## src/rtl/spibyte_pkg.sv

```systemverilog
package spibyte_pkg;
  localparam int DIV_K_MAX = 11;

  localparam logic [2:0] A_CTL = 3'd0;
  localparam logic [2:0] A_STS = 3'd1;
  localparam logic [2:0] A_DAT = 3'd2;
  localparam logic [2:0] A_EXT = 3'd3;
  localparam logic [2:0] A_PRM = 3'd4;
  localparam logic [2:0] A_CSR = 3'd5;
  localparam logic [2:0] A_TIM = 3'd6;

  localparam logic [7:0] CTL_RST = 8'h51;
  localparam logic [7:0] EXT_RST = 8'h00;
  localparam logic [7:0] PRM_RST = 8'h40;
  localparam logic [7:0] TIM_RST = 8'h01;

  function automatic logic [3:0] div_k(input logic [3:0] code);
    case (code)
      4'd0: div_k = 4'd0;
      4'd1: div_k = 4'd1;
      4'd4: div_k = 4'd2;
      4'd2: div_k = 4'd3;
      4'd3: div_k = 4'd4;
      default: div_k = (code > 4'(DIV_K_MAX)) ? 4'(DIV_K_MAX) : code;
    endcase
  endfunction
endpackage

```

## src/rtl/spibyte_fifo.sv

```systemverilog
module spibyte_fifo #(
  parameter int W     = 8,
  parameter int DEPTH = 4
) (
  input  logic         clk,
  input  logic         rst,
  input  logic         push,
  input  logic [W-1:0] din,
  input  logic         pop,
  output logic [W-1:0] dout,
  output logic         empty,
  output logic         full
);
  localparam int AW = (DEPTH > 1) ? $clog2(DEPTH) : 1;

  logic [W-1:0] mem [DEPTH];
  logic [AW-1:0] wp, rp;
  logic [AW:0]   cnt;
  logic          do_push, do_pop;

  assign do_push = push && !full;
  assign do_pop  = pop && !empty;
  assign empty   = (cnt == '0);
  assign full    = (cnt == (AW+1)'(DEPTH));
  assign dout    = mem[rp];

  always_ff @(posedge clk) begin
    if (do_push) mem[wp] <= din;
  end

  always_ff @(posedge clk) begin
    if (rst) begin
      wp  <= '0;
      rp  <= '0;
      cnt <= '0;
    end else begin
      if (do_push) wp <= (wp == AW'(DEPTH-1)) ? '0 : wp + 1'b1;
      if (do_pop)  rp <= (rp == AW'(DEPTH-1)) ? '0 : rp + 1'b1;
      cnt <= cnt + (AW+1)'(do_push) - (AW+1)'(do_pop);
    end
  end
endmodule

```

## src/rtl/spibyte_shifter.sv

```systemverilog
module spibyte_shifter #(
  parameter int W    = 8,
  parameter int CNTW = 11
) (
  input  logic         clk,
  input  logic         rst,
  input  logic         start,
  input  logic [W-1:0] tx_byte,
  input  logic         cpol,
  input  logic         cpha,
  input  logic [3:0]   k,
  input  logic         miso,
  output logic         busy,
  output logic         done,
  output logic [W-1:0] rx_byte,
  output logic         sclk,
  output logic         mosi
);
  localparam int EDGES = 2 * W;
  localparam int EW    = $clog2(EDGES);

  logic [CNTW:0]   half;
  logic [CNTW-1:0] lim, cnt;
  logic [EW-1:0]   ecnt;
  logic [W-1:0]    sh, rsh;

  assign half    = {{CNTW{1'b0}}, 1'b1} << k;
  assign lim     = CNTW'(half - 1'b1);
  assign rx_byte = rsh;

  always_ff @(posedge clk) begin
    if (rst) begin
      busy <= 1'b0;
      done <= 1'b0;
      sclk <= 1'b0;
      mosi <= 1'b0;
      cnt  <= '0;
      ecnt <= '0;
      sh   <= '0;
      rsh  <= '0;
    end else begin
      done <= 1'b0;
      if (!busy) begin
        sclk <= cpol;
        if (start) begin
          busy <= 1'b1;
          sh   <= tx_byte;
          cnt  <= '0;
          ecnt <= '0;
          if (!cpha) mosi <= tx_byte[W-1];
        end
      end else if (cnt == lim) begin
        cnt  <= '0;
        sclk <= ~sclk;
        ecnt <= ecnt + 1'b1;
        if (!ecnt[0]) begin
          if (!cpha) rsh <= {rsh[W-2:0], miso};
          else begin
            mosi <= sh[W-1];
            sh   <= sh << 1;
          end
        end else begin
          if (!cpha) begin
            mosi <= sh[W-2];
            sh   <= sh << 1;
          end else rsh <= {rsh[W-2:0], miso};
          if (ecnt == EW'(EDGES-1)) begin
            busy <= 1'b0;
            done <= 1'b1;
          end
        end
      end else begin
        cnt <= cnt + 1'b1;
      end
    end
  end
endmodule

```

## src/rtl/spibyte_master.sv

```systemverilog
module spibyte_master #(
  parameter int FIFO_DEPTH = 4,
  parameter int NCS        = 4
) (
  input  logic           clk,
  input  logic           rst,
  input  logic           wr_en,
  input  logic           rd_en,
  input  logic [2:0]     addr,
  input  logic [7:0]     wdata,
  output logic [7:0]     rdata,
  output logic           sclk_o,
  output logic           mosi_o,
  input  logic           miso_i,
  output logic [NCS-1:0] cs_o,
  input  logic           mfault_i,
  output logic           irq_o
);
  import spibyte_pkg::*;

  localparam int DW   = 8;
  localparam int CNTW = DIV_K_MAX;

  logic [7:0] ctl_q, ext_q, prm_q, tim_q, cs_q;
  logic       ovf_q, udf_q, mf_q;
  logic       tx_empty, tx_full, rx_empty, rx_full;
  logic [DW-1:0] tx_head, rx_head, rx_byte;
  logic       eng_busy, eng_done, start;
  logic       dat_wr, dat_rd, sts_wr;
  logic [7:0] status;

  assign dat_wr = wr_en && (addr == A_DAT);
  assign dat_rd = rd_en && (addr == A_DAT);
  assign sts_wr = wr_en && (addr == A_STS);
  assign start  = !eng_busy && !tx_empty && ctl_q[6] && ctl_q[4];
  assign status = {mf_q, udf_q, ovf_q, eng_busy, tx_full, tx_empty, rx_full, rx_empty};

  spibyte_fifo #(.W(DW), .DEPTH(FIFO_DEPTH)) tx_q_i (
    .clk(clk), .rst(rst), .push(dat_wr), .din(wdata), .pop(start),
    .dout(tx_head), .empty(tx_empty), .full(tx_full));

  spibyte_fifo #(.W(DW), .DEPTH(FIFO_DEPTH)) rx_q_i (
    .clk(clk), .rst(rst), .push(eng_done), .din(rx_byte), .pop(dat_rd),
    .dout(rx_head), .empty(rx_empty), .full(rx_full));

  spibyte_shifter #(.W(DW), .CNTW(CNTW)) shift_i (
    .clk(clk), .rst(rst), .start(start), .tx_byte(tx_head),
    .cpol(ctl_q[3]), .cpha(ctl_q[2]), .k(div_k({ext_q[1:0], ctl_q[1:0]})),
    .miso(miso_i), .busy(eng_busy), .done(eng_done), .rx_byte(rx_byte),
    .sclk(sclk_o), .mosi(mosi_o));

  always_ff @(posedge clk) begin
    if (rst) begin
      ctl_q <= CTL_RST;
      ext_q <= EXT_RST;
      prm_q <= PRM_RST;
      tim_q <= TIM_RST;
      cs_q  <= '0;
      ovf_q <= 1'b0;
      udf_q <= 1'b0;
      mf_q  <= 1'b0;
    end else begin
      if (wr_en) begin
        case (addr)
          A_CTL: ctl_q <= wdata;
          A_EXT: ext_q <= wdata;
          A_PRM: prm_q <= wdata;
          A_CSR: cs_q  <= wdata;
          A_TIM: tim_q <= wdata;
          default: ;
        endcase
      end
      if (sts_wr && wdata[5]) ovf_q <= 1'b0;
      if (sts_wr && wdata[6]) udf_q <= 1'b0;
      if (sts_wr && wdata[7]) mf_q  <= 1'b0;
      if ((dat_wr && tx_full) || (eng_done && rx_full)) ovf_q <= 1'b1;
      if (dat_rd && rx_empty) udf_q <= 1'b1;
      if (mfault_i && ctl_q[6] && ctl_q[4]) begin
        mf_q     <= 1'b1;
        ctl_q[4] <= 1'b0;
      end
    end
  end

  always_ff @(posedge clk) begin
    if (rst) rdata <= '0;
    else if (rd_en) begin
      case (addr)
        A_CTL: rdata <= ctl_q;
        A_STS: rdata <= status;
        A_DAT: rdata <= rx_empty ? 8'h00 : rx_head;
        A_EXT: rdata <= ext_q;
        A_PRM: rdata <= prm_q;
        A_CSR: rdata <= cs_q;
        A_TIM: rdata <= tim_q;
        default: rdata <= 8'h00;
      endcase
    end
  end

  assign irq_o = mf_q;

  for (genvar i = 0; i < NCS; i++) begin : g_cs
    assign cs_o[i] = cs_q[i] ? cs_q[i+NCS] : 1'b1;
  end
endmodule

```

## config.mk

```make
export PLATFORM = sky130hd
export DESIGN_NAME = spibyte_master
export DESIGN_NICKNAME = d
export VERILOG_FILES = /design/src/rtl/spibyte_pkg.sv /design/src/rtl/spibyte_fifo.sv /design/src/rtl/spibyte_shifter.sv /design/src/rtl/spibyte_master.sv
export SDC_FILE = /design/constraint.sdc
export NUM_CORES = 1
export LEC_CHECK = 0
export BUFFER_PORTS_ARGS = -buffer_cell sky130_fd_sc_hd__buf_2
export CAP_MARGIN = 40
export CORE_MARGIN = 8
export CORE_UTILIZATION = 50
export DETAILED_ROUTE_END_ITERATION = 12
export GPL_TIMING_DRIVEN = 0
export PLACE_DENSITY = 0.69
export RECOVER_POWER = 50
export SYNTH_ARGS = -nofsm -noshare
export SYNTH_HDL_FRONTEND = slang
export SYNTH_SLANG_ARGS = --single-unit
```

## constraint.sdc

```tcl
create_clock -name clk -period 3.45 [get_ports clk]
set_clock_uncertainty 0.05 [all_clocks]
set_input_delay 0.5175 -clock clk [delete_from_list [all_inputs] [get_ports clk]]
set_output_delay 0.5175 -clock clk [all_outputs]
set_load 0.005 [all_outputs]
```

**Word-level counts from Yosys, hierarchy flattened**

Memory sizes are Yosys's and may differ from the RTL's. A register that Yosys moved wholly into a read port is not among the register bits.
Cells that the tools add are included.
W data, S select, Z words.

- Magnitude comparators: 1
- Add/subtract/negate cells: 11
- Equal/unequal tests: 25
- Shift operators: 1
- Bitwise operators: 4
- Mux-type cells: 59
- Reductions and logical operators: 45

Operators with widths:

| cell | count |
|---|---|
| $mux W8 | 10 |
| $pmux W8 S7 | 1 |
| $mux W11 | 3 |
| $mux W1 | 30 |
| $pmux W4 S5 | 1 |
| $logic_and A1 B1 Y1 | 18 |
| $mux W2 | 8 |
| $mux W4 | 4 |
| $eq A3 B3 Y1 const B | 5 |
| $reduce_and A2 Y1 | 7 |
| $reduce_bool A2 Y1 | 6 |
| $add A11 B1 Y11 const B | 1 |
| $eq A11 B11 Y1 | 1 |
| $shl A1 B4 Y11 const A | 1 |
| $sub A11 B1 Y11 const B | 1 |
| $mux W5 | 2 |
| $logic_not A3 Y1 | 3 |
| $add A2 B1 Y2 const B | 4 |
| $eq A2 B2 Y1 const B | 4 |
| $eq A4 B2 Y1 const B | 2 |
| $reduce_and A4 Y1 | 2 |
| $add A3 B1 Y3 | 2 |
| $eq A3 B2 Y1 const B | 2 |
| $ne A2 B2 Y1 const B | 3 |
| 15 further kinds | 25 |

- Bits of input ports: 17
- Word-level logic and storage cells: 172
- Register bits: 100
- Memory bits (writable): 64
- Memories kept: 2
- Output and inout bits: 15

Memory list:

| memory | words | bits a word | rd ports | clocked after Yosys merged registers in | wr ports | RTL line | RTL |
|---|---|---|---|---|---|---|---|
| rx_q_i.mem | 4 | 8 | 1 | 1 | 1 | spibyte_fifo.sv:16 | `logic [W-1:0] mem [DEPTH];` |
| tx_q_i.mem | 4 | 8 | 1 | 1 | 1 | spibyte_fifo.sv:16 |  |

**Longest topological paths before layout**

- Depth after elaboration: 8
- Depth in mapped cells: 12
- Mapped depth without buffers: 11

**Modules after synthesis**

A second synthesis with hierarchy kept.

- Cell total of the unflattened synthesis: 723
- Area total of the unflattened synthesis: 7826.3 um^2

Modules (own cells, without submodules):

| module | sequential area each (um^2) | area each (um^2) | cells an instance | times used |
|---|---|---|---|---|
| spibyte_master | 1021.0 | 2477.4 | 302 | 1 |
| spibyte_shifter | 700.7 | 2073.2 | 236 | 1 |
| spibyte_fifo at rx_q_i | 1141.1 | 1637.8 | 92 | 1 |
| spibyte_fifo at tx_q_i | 1141.1 | 1637.8 | 93 | 1 |

**Worst setup path before layout**

OpenSTA, ideal clock, no wires.

- Path type: register -> register
- Start point: register ext_q[0]
- End point: register shift_i.sh[7]
- Cell stages (with the launch flop): 10
- Path slack: 195 ps
- Library setup time: 121 ps
- Required time: 3279 ps
- Buffers on the path: 1
- Clock period less this slack: 3255 ps
- Data arrival time: 3084 ps
- Cells stage by stage: dfxtp_1 > buf_2 > or4_1 > ha_1 > or4bb_1 > a21oi_1 > o21ai_0 > a211oi_1 > a21oi_2 > mux2_2

- Cells in the longest elaborated chain, start to end: 8
- Elaborated cells between the ends (all ways): 13
- Those cells by class: add/sub: 1; order compare: 1; eq/ne: 6; shift: 1; mux: 2; reduce/logical: 2

Ends and longest elaborated chain:

| element | RTL line | RTL |
|---|---|---|
| start: declaration | spibyte_master.sv:24 | `logic [7:0] ctl_q, ext_q, prm_q, tim_q, cs_q;` |
| start signal: assignment | spibyte_master.sv:66 | `A_EXT: ext_q <= wdata;` |
| $gt A4 B4 Y1 | spibyte_pkg.sv:24 | `default: div_k = (code > 4'(DIV_K_MAX)) ? 4'(DIV_K_MAX) : code;` |
| $mux W4 | spibyte_pkg.sv:24 |  |
| $pmux W4 S5 * | spibyte_pkg.sv:18 | `case (code)` |
| $shl A1 B4 Y11 * | spibyte_shifter.sv:27 | `assign half = {{CNTW{1'b0}}, 1'b1} << k;` |
| $sub A11 B1 Y11 * | spibyte_shifter.sv:28 | `assign lim = CNTW'(half - 1'b1);` |
| $eq A11 B11 Y1 * | spibyte_shifter.sv:52 | `end else if (cnt == lim) begin` |
| $ne A2 B2 Y1 (no line) * | n/a |  |
| $reduce_and A4 Y1 (no line) * | n/a |  |
| end signal: assignment | spibyte_shifter.sv:47 | `sh <= tx_byte;` |
| end signal: assignment | spibyte_shifter.sv:60 | `sh <= sh << 1;` |
| end signal: assignment | spibyte_shifter.sv:65 | `sh <= sh << 1;` |
| end: declaration | spibyte_shifter.sv:25 | `logic [W-1:0] sh, rsh;` |

Mark *: on every way between the ends. The rest lies on a longest branch, timed or not.
A chain may end at the register's enable or synchronous reset.

**Final worst setup path**

- Start point: register ctl_q[0]
- End point: register shift_i.sclk

- Cells in the longest elaborated chain, start to end: 7
- Elaborated cells between the ends (all ways): 12
- Those cells by class: add/sub: 1; order compare: 1; eq/ne: 6; shift: 1; mux: 2; reduce/logical: 1

Ends and longest elaborated chain:

| element | RTL line | RTL |
|---|---|---|
| start: declaration | spibyte_master.sv:24 |  |
| start signal: assignment | spibyte_master.sv:65 | `A_CTL: ctl_q <= wdata;` |
| $gt A4 B4 Y1 | spibyte_pkg.sv:24 |  |
| $mux W4 | spibyte_pkg.sv:24 |  |
| $pmux W4 S5 * | spibyte_pkg.sv:18 |  |
| $shl A1 B4 Y11 * | spibyte_shifter.sv:27 |  |
| $sub A11 B1 Y11 * | spibyte_shifter.sv:28 |  |
| $eq A11 B11 Y1 * | spibyte_shifter.sv:52 |  |
| $ne A2 B2 Y1 (no line) * | n/a |  |
| end signal: assignment | spibyte_shifter.sv:44 | `sclk <= cpol;` |
| end signal: assignment | spibyte_shifter.sv:54 | `sclk <= ~sclk;` |
| end: declaration | spibyte_shifter.sv:16 | `output logic sclk,` |

Marks and branches as above.

==> reports/results.tsv <==
stage	metric	value	unit
global_routing	first-pass GRT wire length	30700	um
timing	Final setup viols	0	
die	chip height	141	um
logic_synthesis	post-synthesis sequential area ratio	51.5	%
cells_and_area	Top Registers	rx_q_i.mem: 32 flops, tx_q_i.mem: 32 flops, shift_i.cnt: 11 flops	
power_and_ir_drop	sw frac	30.0	%
worst_setup_path	largest fanout on the critical path	10	
global_routing	GRT Total Usage	19.7	%
cells_and_area	fin area	0.00889	mm^2
drt	Final ANT Viol Nets	0	
logic_synthesis	Unique masters post-synth	71	
drt	drt pass-1 iters	7	
logic_synthesis	Post-synth EDFFs	64	
placement	placed wire-length estimate	13900	um
worst_setup_path	element type at the critical path start	register	
placement	placed insts	987	
die	Initial Utilization	51.2	%
worst_setup_path	Worst Setup EP	shift_i.sclk	
power_and_ir_drop	Internal	3.49	mW
die	total core area	0.0152	mm^2
die	num ports	32	
logic_synthesis	syn_nets	804	
placement	Port Buf Inserts	29	
timing	worst slew pin tran	792	ps
timing	fin crit share	97.0	%
drt	vias per inst	5.85	
worst_setup_path	cell count of the worst reg-to-reg path	9	
timing	Worst slew margin	46.8	%
power_and_ir_drop	pwr dens	561	mW/mm^2
power_and_ir_drop	Reg power frac	44.6	%
cells_and_area	final cell count without fillers	1027	
timing	final hold violations	0	
drt	vias	6010	
clocking	cts hold-fix bufs	0	
clocking	Root Buffer	clkbuf_16	
power_and_ir_drop	worst vdd ir	499	uV
logic_synthesis	fraction of registers with async set/reset	0	%
worst_setup_path	CP endpoint kind	register	
die	Die W	141	um
power_and_ir_drop	Logic pwr share	18.2	%
timing	Final min period	3350	ps
cells_and_area	Syn-to-layout area delta	14.2	%
drt	drt wl/cell	19.0	um
global_routing	grt ovf	0	
drt	number of remaining DRC errors	0	
worst_setup_path	reg2reg setup slack	100	ps
worst_setup_path	WP data arrival	3630	ps
cells_and_area	FILL cells	1282	
global_routing	pin count of the biggest net entering global routing	19	
logic_synthesis	top post-synthesis cells by area	dfxtp_1 (27%), edfxtp_1 (25%), nand2_1 (7.1%)	
placement	Post-DP Area	0.00819	mm^2
global_routing	vias in the first global route	5838	
logic_synthesis	Synth Instances	766	
die	die area	0.0198	mm^2
drt	final WL	19500	um
clocking	CTS Buffer Depth	2	
clocking	Clock Latency Late Sink	430	ps
logic_synthesis	Synth Warn #	0	
power_and_ir_drop	P_leak	3.09	nW
clocking	clock sink count	168	
die	FP Rows	45	
power_and_ir_drop	Clk pwr share	37.1	%
global_routing	initial antenna violation count	0	
clocking	CTS clk-pin slew, worst paths	70	ps
logic_synthesis	Synth area leader	dfxtp_1	
clocking	CTS tree	built	
worst_setup_path	crit path launch	ctl_q[0]	
hold_path	worst hold path class	in -> reg	
cells_and_area	share of layout cells above drive strength 1	11.8	%
worst_setup_path	Worst R2R Start	ctl_q[0]	
power_and_ir_drop	Psw	1.50	mW
worst_setup_path	reg2reg end	shift_i.sclk	
cells_and_area	Antenna Cells	0	
cells_and_area	final-stage net count	864	
logic_synthesis	number of synthesized register bits	168	
outcome	outcome	finished, final reports clean	
placement	RePlAce Congestion	0.935	
worst_setup_path	worst endpoint required time	3740	ps
clocking	CTS H-tree depth	4	
worst_setup_path	Worst Setup Path Type	reg -> reg	
timing	fin. max-slew vios	0	
timing	fmax	299	MHz
logic_synthesis	area share of the leading cell type in the synthesized netlist	26.8	%
clocking	Num CTS Buffers	17	
logic_synthesis	main flop type after synthesis	dfxtp_1	
logic_synthesis	Mapped Avg Cell Area	10.2	um^2
logic_synthesis	Syn Std Cell Area	0.00778	mm^2
drt	drt initial violations	552	
run	max-cap viol count	0	
[logic make-up (layout without fill, tap and decap cells)]
| logic type | Yosys count | count (layout) | synth area share [%] |
|---|---|---|---|
| adder cells (fa/ha/maj) | 22 | 22 | 3.70 |
| buffers and inverters | 64 | 137 | 3.33 |
| AND/OR/NAND/NOR | 294 | 294 | 17.7 |
| XOR/XNOR | 12 | 12 | 1.35 |
| flip-flops | 168 | 168 | 51.5 |
| AO/OA/AOI/OAI | 147 | 147 | 12.0 |
| multiplexers | 59 | 59 | 10.5 |
[worst max-delay path, cell delays in order, from the launching register on]
cell and delay, ps:
dfxtp_1 370, buf_6 170, or4_1 500, ha_2 250, xor2_1 160, xnor2_1 200
or4b_4 540, a211o_4 410, or3_1 360, a311oi_1 250
[synth_stat cells, types with 18 or more instances]
master,number
mux4_2,18
mux2i_1,38
ha_1,19
o21ai_0,29
nand3_1,20
nand2_1,147
a21oi_1,57
edfxtp_1,64
inv_1,18
clkbuf_1,31
dfxtp_1,104
nor2_1,46
[through the flow]
stage	hold slack (ps)	setup slack (ps)	utilization (%)	total power, mW	TNS (ps)
after floorplan	383	195	-	2.84	0
after global placement	392	-317	53.7	3.05	-2580
after detailed placement	400	-249	53.8	3.09	-2020
after CTS	301	23.2	58.2	4.96	0
after global routing	296	-5.16	58.5	5.19	-5.16
final	305	104	58.5	4.98	0
[power groups by stage]
stage                     combinational (mW)  sequential (mW)  clock [mW]
final                                  0.909             2.22        1.85
after global routing                   0.995             2.23        1.96
after CTS                              0.863             2.22        1.88
after detailed placement               0.830             2.26           0
after global placement                 0.792             2.26           0
after floorplan                        0.600             2.24           0
[per-layer routing]
| layer | up-vias | GRT usage (%) | part of all wire, % |
|---|---|---|---|
| li1 | 2869 | - | - |
| met1 | 2925 | 25.5 | 45 |
| met2 | 188 | 31.4 | 47 |
| met3 | 28 | 5.03 | 5.6 |
| met4 | 0 | 7.13 | 2.3 |
| met5 | - | 0 | 0 |
[area by class of cell]
type | instances | area, um^2 | area share, %
buffer | 45 | 194 | 2.18
clock buffer | 17 | 425 | 4.79
clock inverter | 15 | 159 | 1.79
inverter | 19 | 71.3 | 0.802
multi-input combinational | 534 | 3590 | 40.4
sequential | 168 | 4000 | 45.0
tap | 188 | 235 | 2.65
timing repair buffer | 41 | 211 | 2.38
[cell usage in the layout (no fill, tap or decap), types with 10 or more instances in the layout]
cell | Yosys | layout
mux4_2 | 18 | 18
dfxtp_1 | 104 | 104
ha_1 | 19 | 18
clkbuf_1 | 31 | 51
nor2_1 | 46 | 46
a21oi_1 | 57 | 57
nor3_1 | 12 | 11
nand3_1 | 20 | 20
edfxtp_1 | 64 | 64
buf_2 | 6 | 13
nand2_1 | 147 | 147
inv_1 | 18 | 18
o21ai_0 | 29 | 28
nor2b_1 | 10 | 10
mux2i_1 | 38 | 38
clkbuf_16 | 0 | 17
[how the worst min path moves through the flow]
stage,from,cells past startpoint,to,slack (ps)
6_report,miso_i,3,shift_i.rx_byte[0],300
4_1_cts,miso_i,3,shift_i.rx_byte[0],300
5_1_grt,miso_i,3,shift_i.rx_byte[0],300
2_1_floorplan,prm_q[3],2,prm_q[3],380
3_3_place_gp,prm_q[3],2,prm_q[3],390
3_5_place_dp,ext_q[3],2,ext_q[3],400
[repair_timing]
item | 4_1_cts | 5_1_grt
resized for setup | 9 | 11
setup endpoints to repair | 27 | 21
setup buffers | 3 | 4
pin swaps | 2 | 7
Note: power is estimated with default switching activity, not from simulation.
